===== config.mk =====
export PLATFORM = sky130hd
export DESIGN_NAME = addr_patch_unit
export DESIGN_NICKNAME = d
export VERILOG_FILES = /design/src/rtl/apu_pkg.sv /design/src/rtl/apu_regs.sv /design/src/rtl/apu_cmp.sv /design/src/rtl/apu_prio.sv /design/src/rtl/addr_patch_unit.sv
export SDC_FILE = /design/constraint.sdc
export NUM_CORES = 1
export LEC_CHECK = 0
export ABC_AREA = 1
export ABC_CLOCK_PERIOD_IN_PS = 6430
export BUFFER_PORTS_ARGS = -buffer_cell sky130_fd_sc_hd__buf_2
export CORE_MARGIN = 5
export CORE_UTILIZATION = 55
export DETAILED_ROUTE_END_ITERATION = 10
export GPL_TIMING_DRIVEN = 0
export PLACE_DENSITY = 0.75
export SETUP_SLACK_MARGIN = 0.5
export SLEW_MARGIN = 20
export SYNTH_ARGS = -nofsm -noshare
export SYNTH_HDL_FRONTEND = slang
export SYNTH_SLANG_ARGS = --single-unit

===== constraint.sdc =====
create_clock -name clk_i -period 6.43 [get_ports clk_i]
set_clock_uncertainty 0.2 [all_clocks]
set_input_delay 1.6075 -clock clk_i [delete_from_list [all_inputs] [get_ports clk_i]]
set_output_delay 1.6075 -clock clk_i [all_outputs]
set_load 0.01 [all_outputs]

===== src/rtl/apu_pkg.sv =====
package apu_pkg;
  typedef enum logic [1:0] {
    MODE_REMAP   = 2'd0,
    MODE_BP_LO   = 2'd1,
    MODE_BP_HI   = 2'd2,
    MODE_BP_BOTH = 2'd3
  } cmp_mode_e;

  typedef struct packed {
    cmp_mode_e   mode;
    logic [27:0] waddr;
    logic        en;
  } cmp_cfg_t;

  localparam int unsigned REG_CTRL = 0;
  localparam int unsigned REG_BASE = 1;
  localparam int unsigned REG_CMP0 = 2;
endpackage


===== src/rtl/apu_regs.sv =====
module apu_regs
  import apu_pkg::*;
#(
  parameter int unsigned N_INSTR = 6,
  parameter int unsigned N_LIT   = 2,
  parameter int unsigned RAW     = 4,
  localparam int unsigned N_CMP  = N_INSTR + N_LIT,
  localparam int unsigned AL     = $clog2(N_CMP) + 2
) (
  input  logic                   clk_i,
  input  logic                   rst_ni,
  input  logic                   reg_valid_i,
  input  logic                   reg_write_i,
  input  logic [RAW-1:0]         reg_addr_i,
  input  logic [31:0]            reg_wdata_i,
  output logic [31:0]            reg_rdata_o,
  output logic                   en_o,
  output logic [31-AL:0]         base_o,
  output cmp_cfg_t [N_CMP-1:0]   cfg_o
);
  localparam logic [6:0] NUM_INSTR = 7'(N_INSTR);
  localparam logic [3:0] NUM_LIT   = 4'(N_LIT);

  logic                 en_q;
  logic [31-AL:0]       base_q;
  cmp_cfg_t [N_CMP-1:0] cfg_q;
  logic                 wr;

  assign wr = reg_valid_i && reg_write_i;

  always_ff @(posedge clk_i or negedge rst_ni) begin
    if (!rst_ni) begin
      en_q   <= 1'b0;
      base_q <= '0;
      cfg_q  <= '0;
    end else if (wr) begin
      if (reg_addr_i == RAW'(REG_CTRL) && reg_wdata_i[1]) en_q <= reg_wdata_i[0];
      if (reg_addr_i == RAW'(REG_BASE)) base_q <= reg_wdata_i[31:AL];
      for (int i = 0; i < N_CMP; i++) begin
        if (reg_addr_i == RAW'(REG_CMP0 + i)) begin
          cfg_q[i].en    <= reg_wdata_i[0];
          cfg_q[i].waddr <= reg_wdata_i[29:2];
          cfg_q[i].mode  <= cmp_mode_e'(reg_wdata_i[31:30]);
        end
      end
    end
  end

  always_comb begin
    reg_rdata_o = '0;
    if (reg_addr_i == RAW'(REG_CTRL))
      reg_rdata_o = {17'b0, NUM_INSTR[6:4], NUM_LIT, NUM_INSTR[3:0], 3'b0, en_q};
    if (reg_addr_i == RAW'(REG_BASE))
      reg_rdata_o = {base_q, {AL{1'b0}}};
    for (int i = 0; i < N_CMP; i++) begin
      if (reg_addr_i == RAW'(REG_CMP0 + i))
        reg_rdata_o = {cfg_q[i].mode, cfg_q[i].waddr, 1'b0, cfg_q[i].en};
    end
  end

  assign en_o   = en_q;
  assign base_o = base_q;
  assign cfg_o  = cfg_q;
endmodule


===== src/rtl/apu_cmp.sv =====
module apu_cmp
  import apu_pkg::*;
#(
  parameter bit LITERAL = 1'b0
) (
  input  logic        en_i,
  input  cmp_cfg_t    cfg_i,
  input  logic [31:0] addr_i,
  output logic        hit_o,
  output logic        bp_o
);
  logic word_eq;
  assign word_eq = en_i && cfg_i.en && (addr_i[31:30] == 2'b00) &&
                   (addr_i[29:2] == cfg_i.waddr);

  generate
    if (LITERAL) begin : g_lit
      // literal slots ignore mode: always remap
      assign hit_o = word_eq;
      assign bp_o  = 1'b0;
    end else begin : g_instr
      always_comb begin
        unique case (cfg_i.mode)
          MODE_BP_LO: hit_o = word_eq && !addr_i[1];
          MODE_BP_HI: hit_o = word_eq &&  addr_i[1];
          default:    hit_o = word_eq;
        endcase
      end
      assign bp_o = (cfg_i.mode != MODE_REMAP);
    end
  endgenerate
endmodule


===== src/rtl/apu_prio.sv =====
module apu_prio #(
  parameter int unsigned N  = 6,
  localparam int unsigned IW = (N > 1) ? $clog2(N) : 1
) (
  input  logic [N-1:0]  hit_i,
  output logic          any_o,
  output logic [IW-1:0] idx_o
);
  always_comb begin
    idx_o = '0;
    for (int i = N - 1; i >= 0; i--) begin
      if (hit_i[i]) idx_o = IW'(i);
    end
  end
  assign any_o = |hit_i;
endmodule


===== src/rtl/addr_patch_unit.sv =====
module addr_patch_unit
  import apu_pkg::*;
#(
  parameter int unsigned N_INSTR = 6,
  parameter int unsigned N_LIT   = 2,
  localparam int unsigned N_CMP  = N_INSTR + N_LIT,
  localparam int unsigned CIW    = $clog2(N_CMP),
  localparam int unsigned AL     = CIW + 2,
  localparam int unsigned RAW    = $clog2(N_CMP + 2),
  localparam int unsigned IIW    = (N_INSTR > 1) ? $clog2(N_INSTR) : 1,
  localparam int unsigned LIW    = (N_LIT > 1) ? $clog2(N_LIT) : 1
) (
  input  logic           clk_i,
  input  logic           rst_ni,
  input  logic           reg_valid_i,
  input  logic           reg_write_i,
  input  logic [RAW-1:0] reg_addr_i,
  input  logic [31:0]    reg_wdata_i,
  output logic [31:0]    reg_rdata_o,
  input  logic           if_valid_i,
  input  logic [31:0]    if_addr_i,
  output logic           if_valid_o,
  output logic [31:0]    if_addr_o,
  output logic           if_match_o,
  output logic           if_bkpt_o,
  input  logic           lit_valid_i,
  input  logic [31:0]    lit_addr_i,
  output logic           lit_valid_o,
  output logic [31:0]    lit_addr_o,
  output logic           lit_match_o
);
  logic                 ctrl_en;
  logic [31-AL:0]       base_hi;
  logic [31:0]          base_full;
  cmp_cfg_t [N_CMP-1:0] cfg;
  logic [N_INSTR-1:0]   i_hit, i_bp;
  logic [N_LIT-1:0]     l_hit;
  logic                 i_any, l_any;
  logic [IIW-1:0]       i_idx;
  logic [LIW-1:0]       l_idx;
  logic                 i_is_bp;
  logic [CIW-1:0]       i_slot, l_slot;

  assign base_full = {base_hi, {AL{1'b0}}};

  apu_regs #(.N_INSTR(N_INSTR), .N_LIT(N_LIT), .RAW(RAW)) u_regs (
    .clk_i, .rst_ni, .reg_valid_i, .reg_write_i, .reg_addr_i, .reg_wdata_i,
    .reg_rdata_o, .en_o(ctrl_en), .base_o(base_hi), .cfg_o(cfg)
  );

  for (genvar g = 0; g < N_CMP; g++) begin : g_cmp
    if (g < N_INSTR) begin : g_i
      apu_cmp #(.LITERAL(1'b0)) u_cmp (
        .en_i(ctrl_en), .cfg_i(cfg[g]), .addr_i(if_addr_i),
        .hit_o(i_hit[g]), .bp_o(i_bp[g])
      );
    end else begin : g_l
      logic unused_bp;
      apu_cmp #(.LITERAL(1'b1)) u_cmp (
        .en_i(ctrl_en), .cfg_i(cfg[g]), .addr_i(lit_addr_i),
        .hit_o(l_hit[g-N_INSTR]), .bp_o(unused_bp)
      );
    end
  end

  apu_prio #(.N(N_INSTR)) u_prio_i (.hit_i(i_hit), .any_o(i_any), .idx_o(i_idx));
  apu_prio #(.N(N_LIT))   u_prio_l (.hit_i(l_hit), .any_o(l_any), .idx_o(l_idx));

  assign i_is_bp = i_bp[i_idx];
  assign i_slot  = CIW'(i_idx);
  assign l_slot  = CIW'(l_idx) + CIW'(N_INSTR);

  always_ff @(posedge clk_i or negedge rst_ni) begin
    if (!rst_ni) begin
      if_valid_o  <= 1'b0;
      if_addr_o   <= '0;
      if_match_o  <= 1'b0;
      if_bkpt_o   <= 1'b0;
      lit_valid_o <= 1'b0;
      lit_addr_o  <= '0;
      lit_match_o <= 1'b0;
    end else begin
      if_valid_o  <= if_valid_i;
      if_match_o  <= if_valid_i && i_any && !i_is_bp;
      if_bkpt_o   <= if_valid_i && i_any && i_is_bp;
      lit_valid_o <= lit_valid_i;
      lit_match_o <= lit_valid_i && l_any;
      if (if_valid_i)
        if_addr_o <= (i_any && !i_is_bp) ? {base_hi, i_slot, if_addr_i[1:0]} : if_addr_i;
      if (lit_valid_i)
        lit_addr_o <= l_any ? {base_hi, l_slot, lit_addr_i[1:0]} : lit_addr_i;
    end
  end
endmodule


=== Word-level counts from Yosys, hierarchy flattened ===
Cells that the tools add are included.

* Bits in registers: 345
* Word-level logic and storage cells: 158

* Add/subtract/negate cells: 1
* Order comparisons: 1
* Eq/ne operators: 29
* Muxes and demuxes: 28
* Reductions and logical operators: 66

{| class="wikitable"
|+ Operators by type and width
! kind !! number
|-
| 2-to-1 mux 32 bit || 11
|-
| == test 28 bit || 8
|-
| logical AND 1 bit || 43
|-
| AND reduction 2 bit || 10
|-
| 2-to-1 mux 3 bit || 6
|-
| == test 4 x 3 -> 1 bit, second input constant || 4
|-
| == test 2 x 1 -> 1 bit, second input constant || 6
|-
| == test 2 bit, second input constant || 6
|-
| one-hot mux 1 bit (2 select lines) || 6
|-
| nonzero test 2 bit || 6
|-
| 2-to-1 mux 10 bit || 1
|-
| == test 4 x 2 -> 1 bit, second input constant || 2
|-
| == test 4 bit, second input constant || 2
|-
| OR reduction 6 bit || 1
|-
| == test 4 x 1 -> 1 bit, second input constant || 1
|-
| logical NOT 2 bit || 2
|-
| logical NOT 4 bit || 1
|-
| less-than comparator 3 x 4 -> 1 bit, second input constant || 1
|-
| adder 2 x 2 -> 3 bit, second input constant || 1
|-
| binary-select mux 1 bit (select 3 bit) || 1
|-
| 2-to-1 mux 1 bit || 3
|-
| logical NOT 1 bit || 2
|-
| OR reduction 2 bit || 1
|}

=== Depth between registers and ports, before layout ===
* Word-level depth: 16
* Depth in mapped cells: 24
* Gate-level depth less buffers: 22

=== By module ===
From an unflattened synthesis, not the netlist that was laid out.

* Cells, all modules: 3228
* Area total of the unflattened synthesis: 20903.8 µm²

{| class="wikitable"
|+ Modules (own cells, without submodules)
! module !! times used !! cells each !! area an instance (µm²) !! seq. area each (µm²)
|-
| apu_regs || 1 || 1495 || 12326.8 || 6906.6
|-
| apu_cmp (g_cmp[0].g_i.u_cmp ...) || 6 || 161 || 645.6 || 0.0
|-
| addr_patch_unit || 1 || 444 || 3422.0 || 1726.7
|-
| apu_cmp (g_cmp[6].g_l.u_cmp ...) || 2 || 152 || 596.8 || 0.0
|-
| apu_prio (u_prio_i) || 1 || 15 || 72.6 || 0.0
|-
| apu_prio (u_prio_l) || 1 || 4 || 15.0 || 0.0
|}

=== Worst setup path after synthesis ===
No wires, ideal clock.

* Path kind: input to output
* From: input reg_addr_i[0]
* To: output reg_rdata_o[17]
* Arrival: 2.910 ns
* Setup slack: 1.712 ns
* Cell stages on the path: 11
* Path buffers: 1
* Cell sequence: inv_1 -> nor2_1 -> inv_1 -> nor2_1 -> inv_1 -> clkbuf_1 -> nor2_1 -> a221oi_1 -> o211ai_1 -> a221oi_1 -> o211ai_1

* Cells in the longest elaborated chain, start to end: 10

{| class="wikitable"
|+ RTL lines
! item !! line !! source
|-
| from (decl) || addr_patch_unit.sv:17 || <nowiki>input logic [RAW-1:0] reg_addr_i,</nowiki>
|-
| == test 4 x 1 -> 1 bit || apu_regs.sv:53 || <nowiki>if (reg_addr_i == RAW'(REG_BASE))</nowiki>
|-
| 2-to-1 mux 32 bit || apu_regs.sv:53 ||
|-
| 2-to-1 mux 32 bit (7 in series) || apu_regs.sv:56 || <nowiki>if (reg_addr_i == RAW'(REG_CMP0 + i))</nowiki>
|-
| 2-to-1 mux 32 bit * || apu_regs.sv:56 ||
|-
| to (decl) || addr_patch_unit.sv:19 || <nowiki>output logic [31:0] reg_rdata_o,</nowiki>
|}

Mark *: on every way between the ends. The rest lies on a longest branch, timed or not.

=== Worst setup path in the final report ===
* From: input reg_addr_i[1]
* To: output reg_rdata_o[27]

Same word-level chain as after synthesis.

==> run_results.csv <==
group,metric,value,unit
cts,tritoncts,"done",
placement,placed_area,21210,µm²
global_routing,grt_pass1_vias,19880,
power,finalPower,7.013,mW
critical_path,end_kind,"primary output",
route,wl_per_cell,27.56,µm
timing,period_needed,6.105,ns
synthesis,synth.most_common_cell,"nand2_1",
synthesis,synth-edff-count,0,
synthesis,synth_cells,2650,
critical_path,cp_common_cell,"buf_2",
global_routing,grt_pass1_wl,131700,µm
critical_path,cp-startpoint,"reg_addr_i[1]",
cts,cts_buffers,39,
floorplanning,die_h,199.0,µm
timing,max_freq,163.8,MHz
route,drtIter0Drc,3593,
layout,fillers,3195,
cts,cts_hold_buf,0,
critical_path,critPathMaxStageDelay,0.40,ns
power,p_sw_share,36.49,%
synthesis,synthTopCellsByCount,"nand2_1 (871), dfrtp_1 (345), o21ai_0 (344), inv_1 (231), nor2_1 (139)",
outcome,outcome,"finished, final reports clean",
cts,insertion_delay,0.57,ns
route,viasPerCell,6.389,
timing,maxSlewHeadroom,40.98,%
synthesis,yosys.area.top_type_share,43.93,%
placement,hpwlAfterDp,73110,µm
timing,hold_viol_final,0,
synthesis,ys_seq_area_share,43.93,%
global_routing,grt_max_degree,101,
power,clkPwrFrac,33.8,%
min_path,hp-class,"reg2reg",
power,vdd.ir_drop.worst,0.2881,mV
synthesis,synth_cell_type_count,48,
power,comb_power_share,24.4,%
layout,drive_above_1_share,12.15,%
layout,nets,2989,
route,num_vias,21480,
synthesis,synth.largest_area_cell,"dfrtp_1",
timing,fin_crit_sh,94.94,%
critical_path,r2r-start,"u_regs.cfg_o[29]",
critical_path,path_delay_family,"compound AO/OA/AOI/OAI gates",
synthesis,synthArstFlopShare,100.0,%
synthesis,syn_area_per_cell,7.416,µm²
layout,syn_to_final_growth,14.78,%
power,p_sw,2.559,mW
critical_path,critical_path_peak_fanout,10,
cts,path_clk_slew,0.06,ns
global_routing,antenna_found_initial,8,
critical_path,crit_buf_inv,5,
floorplanning,io_pins,207,
synthesis,ys_ff_latch,345,
timing,drv_slew,0,
power,p_int,4.454,mW
cts,cts_root_buf,"clkbuf_16",
critical_path,cp-start-kind,"input port",
synthesis,ys_top_cells_by_area,"dfrtp_1 (44%), nand2_1 (17%), o21ai_0 (8.8%)",
critical_path,cp.required,4.62,ns
critical_path,cp_slowest_cell,"o2111ai_1",
floorplanning,start_util,55.52,%
synthesis,syn_area,19650,µm²
synthesis,ys_warn_count,0,
power,p_seq_share,41.8,%
placement,dp_cells,3291,
critical_path,critPathKind,"in2out",
flow_run,drv_cap,0,
timing,rsz0062_at_grt,"true",
critical_path,crit_chain,"buf_2, inv_1, nor2_1, nand2_1, inv_2, buf_2, a221oi_1, o2111ai_1, a21oi_1, o211ai_1, buf_2",
layout,fin_cells,3361,
cts,clock-sinks,345,
timing,holdWs,0.2801,ns
cts,h-tree-depth,2,
cts,clock_path_buffers,3,
global_routing,grtUsageTotal,46.00,%
power,power_density,310.9,nW/µm²
route,drt_pass1_iterations,8,
floorplanning,core-area,35400,µm²
placement,routabilityCongestion,1.154,
route,wirelength,92640,µm
power,power.leakage,10.89,nW
timing,worst_slew_pin_slew,0.8760,ns
placement,portBuffers,177,
synthesis,synth_ff_type,"dfrtp_1",
global_routing,gr-total-overflow,0,
layout,finalCoreUtilization,63.72,%
floorplanning,die_w,199.0,µm
route,remaining_drc_errors,0,
synthesis,syn_nets,2768,
floorplanning,rows,69,
min_path,hold_path_startpoint,"lit_addr_o[28]",
timing,setup_viol_count_final,0,
route,drtAntennaViolNets,0,
floorplanning,die_area,39610,µm²
critical_path,critPathArrivalTime,4.30,ns
layout,stdcell_area,22560,µm²
cell usage in the layout, fill, tap and decap left out, types with 3 or more instances in the layout:
cell type / instances
a221oi_1: 24
o211ai_1: 5
clkbuf_1: 87
inv_2: 32
a221o_1: 3
or2_2: 11
bufinv_16: 5
buf_6: 7
clkinvlp_4: 5
nor3_1: 21
diode_2: 3
nor2_2: 4
a31oi_1: 3
buf_2: 187
clkbuf_2: 5
buf_4: 26
nand3_1: 92
a21oi_1: 51
nand2_1: 870
o22ai_1: 9
nand4_1: 95
clkinv_2: 9
ha_1: 12
xnor2_1: 90
inv_1: 231
nand3b_1: 8
o221ai_1: 5
buf_16: 3
o21ai_0: 344
nor2_1: 137
o2111ai_1: 30
xor2_1: 31
dfrtp_1: 345
nor3b_1: 4
nor4_1: 27
or2_1: 6
nand2_2: 5
clkbuf_16: 41
logic make-up (layout without fill, tap and decap cells):
| logic type | after synthesis | count (layout) | synth area share [%] |
|---|---|---|---|
| compound gates | 482 | 482 | 13.76 |
| buf+inv | 400 | 647 | 8.481 |
| simple gates | 1289 | 1289 | 27.65 |
| flops | 345 | 345 | 43.93 |
| xor+xnor | 121 | 121 | 5.393 |
| other cells | 1 | 4 | 0.01908 |
| fa+ha+maj | 12 | 12 | 0.7640 |
sequential cells by signal (all words and copies together), names as in the netlist:
signal and count:
u_regs.base_o 27, if_valid_o 1, lit_valid_o 1, u_regs.cfg_o 248, if_addr_o 32, u_regs.en_o 1
lit_match_o 1, if_match_o 1, if_bkpt_o 1, lit_addr_o 32
power groups by stage:
stage	logic, mW	clock network, mW	registers (mW)
6_report	1.71	2.37	2.93
5_1_grt	1.83	2.44	2.96
4_1_cts	1.62	2.36	2.90
3_5_place_dp	1.61	0	2.93
3_3_place_gp	1.57	0	2.92
2_1_floorplan	0.950	0	2.82
worst register-to-register path: cells and delay by family, from the launching register on:
family          cells  cell delay, ns
compound gates      1            0.70
buf+inv             2            0.37
flops               1            0.36
simple gates       11            1.88
fa+ha+maj           1            0.22
what timing repair did:
item | CTS | global route
buffers inserted | 0 | 0
pin swaps | 0 | 0
cloned | 0 | 0
setup endpoints to repair | 20 | 17
resized for setup | 4 | 11
metrics by stage:
step	setup WS (ns)	TNS, ns
4_1_cts	0.4635	0
2_1_floorplan	1.712	0
3_5_place_dp	0.2787	0
5_1_grt	0.4614	0
3_3_place_gp	-2.939	-998.59
6_report	0.3251	0
layout make-up:
type	instances	area [µm²]	share of cell area [%]
inverters	267	1006	4.460
flip-flops and latches	345	8633	38.28
plain buffers	133	669.4	2.968
clock buffers	47	1069	4.737
repair buffers	180	978.4	4.338
well taps	461	576.8	2.557
multi-input cells	1905	9370	41.54
diodes	3	7.507	0.03328
clock inverters	20	245.2	1.087
final timing paths:
| check | to | slack (ns) | depth (start not counted) |
|---|---|---|---|
| max in group asynchronous | u_regs.cfg_o[218] | 4.12 | 2 |
| max | reg_rdata_o[27] | 0.33 | 11 |
| min reg2reg | lit_addr_o[28] | 0.28 | 2 |
| max reg2reg | if_addr_o[7] | 2.59 | 15 |
| min in group asynchronous | lit_addr_o[1] | 0.84 | 1 |
| min | lit_addr_o[28] | 0.28 | 2 |
per-layer routing:
metal	wire length, µm	global-route usage [%]	vias up
met2	37080	62.70	1888
met3	14960	17.26	356
li1	-	-	9120
met4	6100	24.54	6
met1	34470	63.50	10110
met5	33	0	-
Power figures use the tool's default switching activity.
